$ cat src/rtl/exu_pkg.sv
package exu_pkg;

  localparam int OP_W = 4;

  typedef enum logic [OP_W-1:0] {
    OP_ADD  = 4'd0,
    OP_SUB  = 4'd1,
    OP_SLT  = 4'd2,
    OP_ADDI = 4'd3,
    OP_SLTI = 4'd4,
    OP_ANDI = 4'd5,
    OP_ORI  = 4'd6,
    OP_LUI  = 4'd7,
    OP_MEM  = 4'd8
  } exu_op_e;

endpackage

$ cat src/rtl/exu_imm_ext.sv
module exu_imm_ext #(
  parameter int DATA_W = 32,
  parameter int IMM_W  = 16
) (
  input  logic [IMM_W-1:0]  imm,
  output logic [DATA_W-1:0] imm_sext,
  output logic [DATA_W-1:0] imm_zext,
  output logic [DATA_W-1:0] imm_upper
);
  localparam int FILL_W = DATA_W - IMM_W;

  always_comb begin
    imm_sext  = {{FILL_W{imm[IMM_W-1]}}, imm};
    imm_zext  = {{FILL_W{1'b0}}, imm};
    imm_upper = {imm, {FILL_W{1'b0}}};
  end
endmodule

$ cat src/rtl/exu_alu.sv
module exu_alu
  import exu_pkg::*;
#(
  parameter int DATA_W = 32
) (
  input  logic [OP_W-1:0]   op,
  input  logic [DATA_W-1:0] opa,
  input  logic [DATA_W-1:0] opb,
  input  logic [DATA_W-1:0] imm_sext,
  input  logic [DATA_W-1:0] imm_zext,
  input  logic [DATA_W-1:0] imm_upper,
  output logic [DATA_W-1:0] result,
  output logic [DATA_W-1:0] addr,
  output logic              equal
);
  logic [DATA_W-1:0] sum_rr, diff_rr, sum_ri;
  logic              lt_rr, lt_ri;

  always_comb begin
    sum_rr  = opa + opb;
    diff_rr = opa - opb;
    sum_ri  = opa + imm_sext;
    lt_rr   = $signed(opa) < $signed(opb);
    lt_ri   = $signed(opa) < $signed(imm_sext);
    addr    = sum_ri;
    equal   = (opa == opb);
  end

  always_comb begin
    result = '0;
    case (op)
      OP_ADD:  result = sum_rr;
      OP_SUB:  result = diff_rr;
      OP_SLT:  result = {{(DATA_W-1){1'b0}}, lt_rr};
      OP_ADDI: result = sum_ri;
      OP_SLTI: result = {{(DATA_W-1){1'b0}}, lt_ri};
      OP_ANDI: result = opa & imm_zext;
      OP_ORI:  result = opa | imm_zext;
      OP_LUI:  result = imm_upper;
      OP_MEM:  result = sum_ri;
      default: result = '0;
    endcase
  end
endmodule

$ cat src/rtl/exu_out_reg.sv
module exu_out_reg #(
  parameter int DATA_W = 32
) (
  input  logic              clk,
  input  logic              rst_n,
  input  logic              load,
  input  logic [DATA_W-1:0] d_result,
  input  logic [DATA_W-1:0] d_addr,
  input  logic              d_equal,
  output logic              q_valid,
  output logic [DATA_W-1:0] q_result,
  output logic [DATA_W-1:0] q_addr,
  output logic              q_equal
);
  logic              valid_nx, equal_nx;
  logic [DATA_W-1:0] result_nx, addr_nx;

  always_comb begin
    valid_nx  = load;
    result_nx = q_result;
    addr_nx   = q_addr;
    equal_nx  = q_equal;
    if (load) begin
      result_nx = d_result;
      addr_nx   = d_addr;
      equal_nx  = d_equal;
    end
  end

  always_ff @(posedge clk or negedge rst_n) begin
    if (!rst_n) begin
      q_valid  <= 1'b0;
      q_result <= '0;
      q_addr   <= '0;
      q_equal  <= 1'b0;
    end else begin
      q_valid  <= valid_nx;
      q_result <= result_nx;
      q_addr   <= addr_nx;
      q_equal  <= equal_nx;
    end
  end
endmodule

$ cat src/rtl/risc_exec_unit.sv
module risc_exec_unit
  import exu_pkg::*;
#(
  parameter int DATA_W = 32,
  parameter int IMM_W  = 16,
  parameter int SYNC_STAGES = 2
) (
  input  logic              clk,
  input  logic              rst_n,
  input  logic              in_valid,
  input  logic [3:0]        in_op,
  input  logic [DATA_W-1:0] in_rs,
  input  logic [DATA_W-1:0] in_rt,
  input  logic [IMM_W-1:0]  in_imm,
  output logic              out_valid,
  output logic [DATA_W-1:0] out_result,
  output logic [DATA_W-1:0] out_addr,
  output logic              out_equal
);
  logic [SYNC_STAGES-1:0] rst_pipe;
  logic                   rst_q_n;

  always_ff @(posedge clk or negedge rst_n) begin
    if (!rst_n) rst_pipe <= '0;
    else        rst_pipe <= {rst_pipe[SYNC_STAGES-2:0], 1'b1};
  end
  assign rst_q_n = rst_pipe[SYNC_STAGES-1];

  logic [DATA_W-1:0] imm_sext, imm_zext, imm_upper;
  logic [DATA_W-1:0] alu_result, alu_addr;
  logic              alu_equal;
  logic              cap_en;

  exu_imm_ext #(.DATA_W(DATA_W), .IMM_W(IMM_W)) u_ext (
    .imm      (in_imm),
    .imm_sext (imm_sext),
    .imm_zext (imm_zext),
    .imm_upper(imm_upper)
  );

  exu_alu #(.DATA_W(DATA_W)) u_alu (
    .op       (in_op),
    .opa      (in_rs),
    .opb      (in_rt),
    .imm_sext (imm_sext),
    .imm_zext (imm_zext),
    .imm_upper(imm_upper),
    .result   (alu_result),
    .addr     (alu_addr),
    .equal    (alu_equal)
  );

  assign cap_en = in_valid;

  exu_out_reg #(.DATA_W(DATA_W)) u_oreg (
    .clk     (clk),
    .rst_n   (rst_q_n),
    .load    (cap_en),
    .d_result(alu_result),
    .d_addr  (alu_addr),
    .d_equal (alu_equal),
    .q_valid (out_valid),
    .q_result(out_result),
    .q_addr  (out_addr),
    .q_equal (out_equal)
  );
endmodule

$ cat config.mk
export PLATFORM = sky130hd
export DESIGN_NAME = risc_exec_unit
export DESIGN_NICKNAME = d
export VERILOG_FILES = /design/src/rtl/exu_pkg.sv /design/src/rtl/exu_imm_ext.sv /design/src/rtl/exu_alu.sv /design/src/rtl/exu_out_reg.sv /design/src/rtl/risc_exec_unit.sv
export SDC_FILE = /design/constraint.sdc
export NUM_CORES = 1
export LEC_CHECK = 0
export ABC_CLOCK_PERIOD_IN_PS = 2500
export BUFFER_PORTS_ARGS = -buffer_cell sky130_fd_sc_hd__buf_2
export CORE_AREA = 2 2 153 155
export CTS_CLUSTER_DIAMETER = 150
export DETAILED_ROUTE_END_ITERATION = 6
export DIE_AREA = 0 0 155 157
export MAX_ROUTING_LAYER = met4
export PLACE_DENSITY = 0.66
export REMOVE_ABC_BUFFERS = 1
export SYNTH_ARGS = -nofsm -noshare
export SYNTH_HDL_FRONTEND = slang
export SYNTH_HIERARCHICAL = 1
export SYNTH_SLANG_ARGS = --single-unit
$ cat constraint.sdc
create_clock -name clk -period 2.5 [get_ports clk]
set_input_delay 0.25 -clock clk [delete_from_list [all_inputs] [get_ports clk]]
set_output_delay 0.25 -clock clk [all_outputs]
set_load 0.01 [all_outputs]
# Yosys cells after proc, flatten, opt, wreduce, memory -nomap -nowiden
# Index checks and enable logic that the tools add are counted.
totals:
  out_inout_bits: 66
  elab_cells: 24
  input_bits: 87
  reg_bits: 68
op_classes:
  n_mux: 1
  n_lt_le_gt_ge: 2
  n_eq_ne: 9
  bitwise: 2
  addsub: 3
  n_reduce_logical: 2
op_table:
  columns: ["operator", "count"]
  rows:
  - ["32-bit one-hot mux with 8 select lines", 1]
  - ["32-bit adder", 2]
  - ["32-bit by 16-bit bitwise AND with 32-bit output", 1]
  - ["32-bit == test", 1]
  - ["32-bit by 16-bit less-than comparator with 1-bit output", 1]
  - ["32-bit less-than comparator", 1]
  - ["32-bit by 16-bit bitwise OR with 32-bit output", 1]
  - ["32-bit subtractor", 1]
  - ["4-bit by 3-bit == test with 1-bit output (second input constant)", 4]
  - ["4-bit by 2-bit == test with 1-bit output (second input constant)", 2]
  - ["4-bit by 1-bit == test with 1-bit output (second input constant)", 1]
  - ["4-bit == test (second input constant)", 1]
  - ["4-bit logical NOT", 1]
  - ["2-bit OR reduction", 1]

# Depth between registers and ports, before layout
# Gate-level depths: netlist of the first run.
depth:
  depth_word: 3
  mapped_depth: 15

# Hierarchy
# The synthesis of the first run kept the hierarchy.
modules_own_cells:
  columns: ["mod", "area_each_um2", "seq_area_each_um2", "cells_each", "n_inst"]
  rows:
  - ["exu_alu", 7707.4, 0.0, 1250, 1]
  - ["exu_out_reg", 2643.8, 1651.6, 138, 1]
  - ["exu_imm_ext", 724.4, 0.0, 97, 1]
  - ["risc_exec_unit", 53.8, 50.0, 3, 1]

# Least setup slack after synthesis of the first run
# OpenSTA, ideal clock, no wires.
synth_path:
  kind: "input port to flip-flop"
  start: "in in_imm[2]"
  end: "reg u_oreg.q_result[28]"
  stages: 14
  t_required_ps: 2375
  slack_ps: -585
  arrival_ps: 2960
  cell_sequence: "buf_4 inv_1 ha_1 nor2b_1 o211ai_1 a31oi_1 a21oi_1 a221oi_1 nand4_1 o21ai_1 a21oi_1 xnor2_1 a221o_1 mux2_4"
synth_via:
  elab_chain_cells: 2
synth_rtl:
  columns: ["item", "line_no", "text"]
  rows:
  - ["from (decl)", "risc_exec_unit.sv:14", "input logic [IMM_W-1:0] in_imm,"]
  - ["32-bit adder", "exu_alu.sv:22", "sum_ri = opa + imm_sext;"]
  - ["net alu_addr[28]", "risc_exec_unit.sv:30", "logic [DATA_W-1:0] alu_result, alu_addr;"]
  - ["32-bit one-hot mux with 8 select lines", "exu_alu.sv:31", "case (op)"]
  - ["net alu_result[28]", "risc_exec_unit.sv:30", null]
  - ["to (signal assigned)", "exu_out_reg.sv:38", "q_result <= result_nx;"]
  - ["to (decl)", "exu_out_reg.sv:11", "output logic [DATA_W-1:0] q_result,"]
# The timed path passes the listed nets, and every way through them passes these cells.
# A chain may end at the register's enable or synchronous reset.

# Worst setup path in the final report of the first run
layout_path:
  start: "in in_imm[4]"
  end: "reg u_oreg.q_addr[29]"
layout_via:
  elab_chain_cells: 1
layout_rtl:
  columns: ["item", "line_no", "text"]
  rows:
  - ["32-bit adder", "exu_alu.sv:22", null]
  - ["net alu_addr[29]", "risc_exec_unit.sv:30", null]
  - ["to (signal assigned)", "exu_out_reg.sv:39", "q_addr <= addr_nx;"]
  - ["to (decl)", "exu_out_reg.sv:12", "output logic [DATA_W-1:0] q_addr,"]
# The timed path passes the listed nets, and every way through them passes these cells.

==> impl_metrics.toml, run 1 <==
[cts]
worstSkewPairLatency_ps = 370
cts-buffers-inserted = 9
cts_num_sinks = 68
clockRootBuffer = "sky130_fd_sc_hd__clkbuf_16"
cts_tree = "built"
clock_pin_slew_reported_for_the_worst_setup_and_hold_paths_after_clock_tree_synthesis_ps = 70
level_count_of_the_clock_h_tree = 3
max-clock-path-buffers = 2

[finish]
layout.cells.most_common = "sky130_fd_sc_hd__buf_4"
final_nets = 2170
n_antenna_cell = 0
layout.cells.most_common_list = "sky130_fd_sc_hd__buf_4 (402), sky130_fd_sc_hd__nand2_1 (140), sky130_fd_sc_hd__buf_2 (139)"
fillers = 1716
multi_input_comb_area_um2 = 9530
layout.cells.non_filler = 2244
drive_gt1_share_pct = 46.2
flow.area_growth_from_synthesis_pct = 50.9
final_core_util_pct = 74.7
seqCellArea_um2 = 1700

[critical_path]
setup.worst_path.end_class = "register"
top_fanout_value_on_the_critical_path = 4
timing.critical_path.from_type = "input port"
reg2reg_slack_ps = 1670
regToRegStartpoint = "u_oreg/q_result[18]$_DFFE_PN0P_"
setup.worst_path.class = "in -> reg"
critPathMostFrequentCell = "sky130_fd_sc_hd__buf_6"
worstPathRequired_ps = 2750
slowest_library_cell_on_the_worst_path = "sky130_fd_sc_hd__ha_4"
worst_stage_delay_on_the_critical_path_ps = 280
worst-r2r-cell-count = 1
path_cells = "buf_2, inv_1, ha_4, buf_6, nor3b_4, nor3_4, a21oi_2, a21boi_4, buf_6, o21ai_4, a2bb2oi_4, a31oi_4, buf_6, o21a_1, xnor2_2, buf_4, inv_1, mux2_4"
critPathLaunch = "in_imm[4]"
crit_arrival_ps = 3340
critical_path.reg2reg.endpoint = "u_oreg/q_result[18]$_DFFE_PN0P_"

[sta]
worst_slew_pin_slew_ps = 881
timing.hold.ws_ps = 198
setup_slack_after_layout_ps = -594
finalHoldViolCount = 0
finalSetupViolations = 45
final_max_slew_viol_count = 0
max_freq_ghz = 0.323
slew_margin_rel_pct = 41.0
grt_setup_unrepaired = "true"
timing.setup.tns_ps = -14330
fin_worst_skew_ps = 8.98
final.period_utilization_pct = 124
fin_crit_ps = 3090

[flow_run]
max_cap_viol_count = 0

[synthesis]
netlist-cell-type-count = 81
ys_seq_elements = 68
sequential_to_total_area_share_from_yosys_stat_pct = 15.3
post_synth_edffs = 0
synth_cells = 1488
dominantRegCellSynth = "sky130_fd_sc_hd__dfrtp_1"
synth_area_um2 = 11100
asyncSetResetFlopFracSynth_pct = 100
ys_warn_count = 6
synthesis.area_per_instance_um2 = 7.48

[routing]
detail_route.drc_violations = 0
drt_iter0_markers = 1353
routed_wire_length_per_instance_um = 21.4
viasPerCell = 5.96
drt_pass1_iterations = 5
ant_nets = 0
vias = 13400
wirelength_um = 48100

[global_route]
grt_antenna_before_repair = 0
globalRouteTotalUtil_pct = 38.1
grt_max_degree = 67
grt_first_pass_wirelength_um = 69900
grt.overflow.total = 0
grt_pass1_vias = 12900

[die]
die_h_um = 157
core.rowCount = 55
die_width_um = 155
floorplan.io_pins = 153
die_area_um2 = 24300
core_region_area_um2 = 22500
starting_density_of_the_core_pct = 49.5

[pwr]
p_per_area_nw_per_um2 = 439
power.ir.vdd_worst_mv = 0.317
power.static_leakage_nw = 8.16

[place]
io_buffer_count = 152
post-dp-hpwl_um = 34600
pre_cts_worst_setup_slack_ps = -1220
routabilityCongestion = 1.02
post-place-cells = 2172

[min_path]
worstHoldPathType = "in -> async"

[status]
failed_checks = "setup timing"
status = "complete, but fails checks"
==> worst max-delay path by stage <==
stage	to	slack (ps)
final	u_oreg/q_addr[29]$_DFFE_PN0P_	-590
after global routing	u_oreg/q_result[25]$_DFFE_PN0P_	-730
after CTS	u_oreg/q_result[28]$_DFFE_PN0P_	-510
after detailed placement	u_oreg/q_result[28]$_DFFE_PN0P_	-1220
after global placement	u_oreg/q_result[28]$_DFFE_PN0P_	-1200
after floorplan	u_oreg/q_result[3]$_DFFE_PN0P_	-670
==> flip-flops by register name (all words and copies together), names as in the netlist <==
register,count
u_oreg/q_equal,1
u_oreg/q_addr,32
u_oreg/q_valid,1
rst_pipe,2
u_oreg/q_result,32
==> synth_stat cells, drive strengths merged (12+ instances only) <==
master	instances	area (um2)
nand4	13	81.3
dfrtp	68	1700
o21ai	123	616
clkbuf	60	225
nor3	30	155
o221ai	12	118
a21oi	166	842
mux2	65	920
buf	112	832
a211oi	15	128
nor2b	17	106
a221o	17	170
nor4	13	81.3
inv	124	465
ha	126	1580
o21bai	23	173
xnor2	37	324
a21o	19	143
nor2	107	402
o211ai	12	90.1
nand2	147	552
nand3	14	70.1
==> metrics by stage <==
step                area (um2)  power [mW]
finish                   16800        7.37
global route             16800        7.69
CTS                      16100        6.98
detailed placement       14300        5.07
global placement         14300        5.04
floorplan                10200        3.25
==> cell families after synthesis <==
group	after synthesis	share of synthesized area (%)
compound gates	493	28.2
xor+xnor	43	3.38
fa+ha+maj	129	14.7
buf+inv	297	13.7
flops	68	15.3
mux	69	8.62
other cells	2	0.0675
simple gates	387	16.0
==> critical path: cells and delay by family <==
family	cells	cell delay, ps
compound gates	6	980
xor+xnor	1	220
fa+ha+maj	1	280
buf+inv	7	1000
mux	1	240
simple gates	2	330
==> final cells by class <==
type                    instances  share of cell area, %
repair buffers                596                   26.3
clock inverters                 5                  0.350
clock buffers                  11                   1.50
well taps                     285                   2.12
flip-flops and latches         68                   10.1
inverters                     125                   2.82
multi-input cells            1154                   56.7
==> report_power, final <==
group          switching (mW)  internal (mW)  total (mW)
clock network           0.621          0.832        1.45
logic                    2.24           2.19        4.44
registers               0.141           1.34        1.48
total                    3.01           4.36        7.37
==> what timing repair did <==
action,in CTS,in global routing
hold buffers,1,0
pin swaps,135,101
setup endpoints to repair,43,46
resized for setup,229,131
buffers inserted,47,26
hold endpoints to repair,2,0
==> per-layer routing <==
layer / routed length, um / global-route usage [%] / vias to the layer above
li1: - / - / 6091
met1: 20500 / 50.0 / 6381
met3: 4000 / 3.99 / 149
met4: 2110 / 17.3 / 0
met2: 21500 / 59.4 / 747
met5: 0 / - / -
Note: power is estimated with default switching activity, not from simulation.
==> run 2, diff against run 1 <==
ABC_CLOCK_PERIOD_IN_PS = 3550   (was 2500)
CORE_AREA = 4 4 155 157   (was 2 2 153 155)
DIE_AREA = 0 0 159 161   (was 0 0 155 157)
clock period = 3.55 ns   (was 2.5 ns; I/O delays follow)
==> run 2 against run 1 <==
  * The run now ends clean
  * Global-route usage decreased by 7.2 points
  * Sequential share of layout area rose by 3.3 points
  * First-iteration DRC count down 14%
  * Largest cell class unchanged
==> impl_metrics.toml, run 2 (synthesis gave the netlist of run 1 again) <==
[finish]
flow.area_growth_from_synthesis_pct = 13.9
layout.cells.most_common_list = "sky130_fd_sc_hd__a21oi_1 (164), sky130_fd_sc_hd__buf_2 (151), sky130_fd_sc_hd__nand2_1 (147)"
layout.cells.non_filler = 1939
drive_gt1_share_pct = 23.8
largest_registers = "u_oreg/q_addr: 32 flops, u_oreg/q_result: 32 flops, rst_pipe: 2 flops"
final_nets = 1864
layout.cells.most_common = "sky130_fd_sc_hd__a21oi_1"

[pwr]
power.static_leakage_nw = 6.26
power_frac_seq_pct = 24.6
net-switching-power_mw = 1.72
share_clk_of_total_power_pct = 23.1
switching_share_pct = 40.9
intPower_mw = 2.49
p_per_area_nw_per_um2 = 332
power.ir.vdd_worst_mv = 0.202
power.combinational.fraction_pct = 52.3

[status]
status = "complete, no violations"

[sta]
finalHoldViolCount = 0
grt_setup_unrepaired = "false"
slew_margin_rel_pct = 19.3
final_max_slew_viol_count = 0
worst_slew_pin_slew_ps = 1210
timing.setup.tns_ps = 0
setup_slack_after_layout_ps = 150
max_freq_ghz = 0.294
final.period_utilization_pct = 95.8
fin_crit_ps = 3400
finalSetupViolations = 0
fin_worst_skew_ps = 10.1

[cts]
clock_pin_slew_reported_for_the_worst_setup_and_hold_paths_after_clock_tree_synthesis_ps = 60
cts_num_sinks = 68
cts_tree = "built"
max-clock-path-buffers = 2
clockRootBuffer = "sky130_fd_sc_hd__clkbuf_16"
cts_setup_buffers = 0
cts-buffers-inserted = 9
worstSkewPairLatency_ps = 360
level_count_of_the_clock_h_tree = 3

[flow_run]
max_cap_viol_count = 0

[routing]
routed_wire_length_per_instance_um = 20.5
ant_nets = 0
drt_iter0_markers = 1166
detail_route.drc_violations = 0
viasPerCell = 5.91
drt_pass1_iterations = 6
wirelength_um = 39800
vias = 11500

[place]
routabilityCongestion = 0.959
io_buffer_count = 152
pre_cts_worst_setup_slack_ps = -107
post-place-cells = 1921
post-dp-hpwl_um = 30800

[die]
floorplan.io_pins = 153
core_region_area_um2 = 22500
die_h_um = 161
die_area_um2 = 25600
core.rowCount = 55
die_width_um = 159
starting_density_of_the_core_pct = 49.5

[global_route]
grt_pass1_vias = 11300
grt_first_pass_wirelength_um = 62100
grt.overflow.total = 0
grt_max_degree = 67
globalRouteTotalUtil_pct = 30.9
grt_antenna_before_repair = 1

[critical_path]
worst-r2r-cell-count = 1
setup.worst_path.end_class = "register"
timing.critical_path.from_type = "input port"
top_fanout_value_on_the_critical_path = 3
setup.worst_path.class = "in -> reg"
crit_arrival_ps = 3640
worstPathRequired_ps = 3790

[min_path]
worstHoldPathType = "in -> async"
-- run 2: metal layers --
| metal | routed length, um | global-route usage, % | vias up | share of wire [%] |
|---|---|---|---|---|
| li1 | - | - | 5464 | - |
| met4 | 1090 | 10.1 | 0 | 2.7 |
| met2 | 17600 | 47.7 | 530 | 44 |
| met5 | 0 | - | - | 0 |
| met3 | 2870 | 4.06 | 81 | 7.2 |
| met1 | 18200 | 42.2 | 5384 | 46 |
-- run 2: cell type report --
class | count | area (um2)
Timing Repair Buffer | 290 | 1810
Clock buffer | 13 | 250
Fill cell | 2251 | 9820
Tap cell | 285 | 357
Inverter | 125 | 469
Sequential cell | 68 | 1700
Antenna cell | 1 | 2.50
Multi-Input combinational cell | 1154 | 8040
Clock inverter | 3 | 46.3
-- run 2: power by group through the flow --
stage / Combinational (mW) / Clock [mW] / Sequential, mW
floorplan: 1.17 / 0 / 1.13
global route: 2.39 / 1.02 / 1.06
detailed placement: 2.16 / 0 / 1.05
global placement: 2.14 / 0 / 1.04
CTS: 2.17 / 0.985 / 1.04
finish: 2.20 / 0.972 / 1.03
-- run 2: critical path: stages --
cell and delay [ps]:
sky130_fd_sc_hd__buf_2 90, sky130_fd_sc_hd__ha_1 180, sky130_fd_sc_hd__fa_1 220, sky130_fd_sc_hd__nor2b_1 190
sky130_fd_sc_hd__o211ai_1 150, sky130_fd_sc_hd__a31oi_1 520, sky130_fd_sc_hd__a21oi_1 180, sky130_fd_sc_hd__a221oi_1 390
sky130_fd_sc_hd__nand4_1 200, sky130_fd_sc_hd__mux2i_1 220, sky130_fd_sc_hd__buf_4 150, sky130_fd_sc_hd__nor2_1 40
sky130_fd_sc_hd__a2111oi_0 330, sky130_fd_sc_hd__o21ai_1 140, sky130_fd_sc_hd__mux2_4 280
-- run 2: stage by stage --
| stage | area (um2) | utilization, % | power (mW) | hold WS, ps |
|---|---|---|---|---|
| after floorplan | 10200 | - | 2.29 | 59.4 |
| after global placement | 12400 | 55.0 | 3.18 | 140 |
| after detailed placement | 12400 | 55.0 | 3.20 | 141 |
| after CTS | 12700 | 56.3 | 4.19 | 290 |
| after global routing | 12700 | 56.4 | 4.47 | 307 |
| final | 12700 | 56.4 | 4.21 | 301 |
-- run 2: repair_timing --
| action | CTS | global route |
|---|---|---|
| gates resized for setup | 0 | 1 |
| hold buffers | 1 | 0 |
| endpoints found under the setup margin | 0 | 2 |
| hold endpoints to repair | 2 | 0 |
-- run 2: path summary, 6_finish.rpt --
path	from	end	slack, ps
min reg2reg	rst_pipe[0]$_DFF_PN0_	rst_pipe[1]$_DFF_PN0_	360
min in group clk	rst_pipe[0]$_DFF_PN0_	rst_pipe[1]$_DFF_PN0_	360
max in group asynchronous	rst_pipe[1]$_DFF_PN0_	u_oreg/q_result[15]$_DFFE_PN0P_	2380
max	in_imm[0]	u_oreg/q_result[24]$_DFFE_PN0P_	150
max reg2reg	rst_pipe[1]$_DFF_PN0_	u_oreg/q_result[15]$_DFFE_PN0P_	2380
min	rst_n	rst_pipe[1]$_DFF_PN0_	300
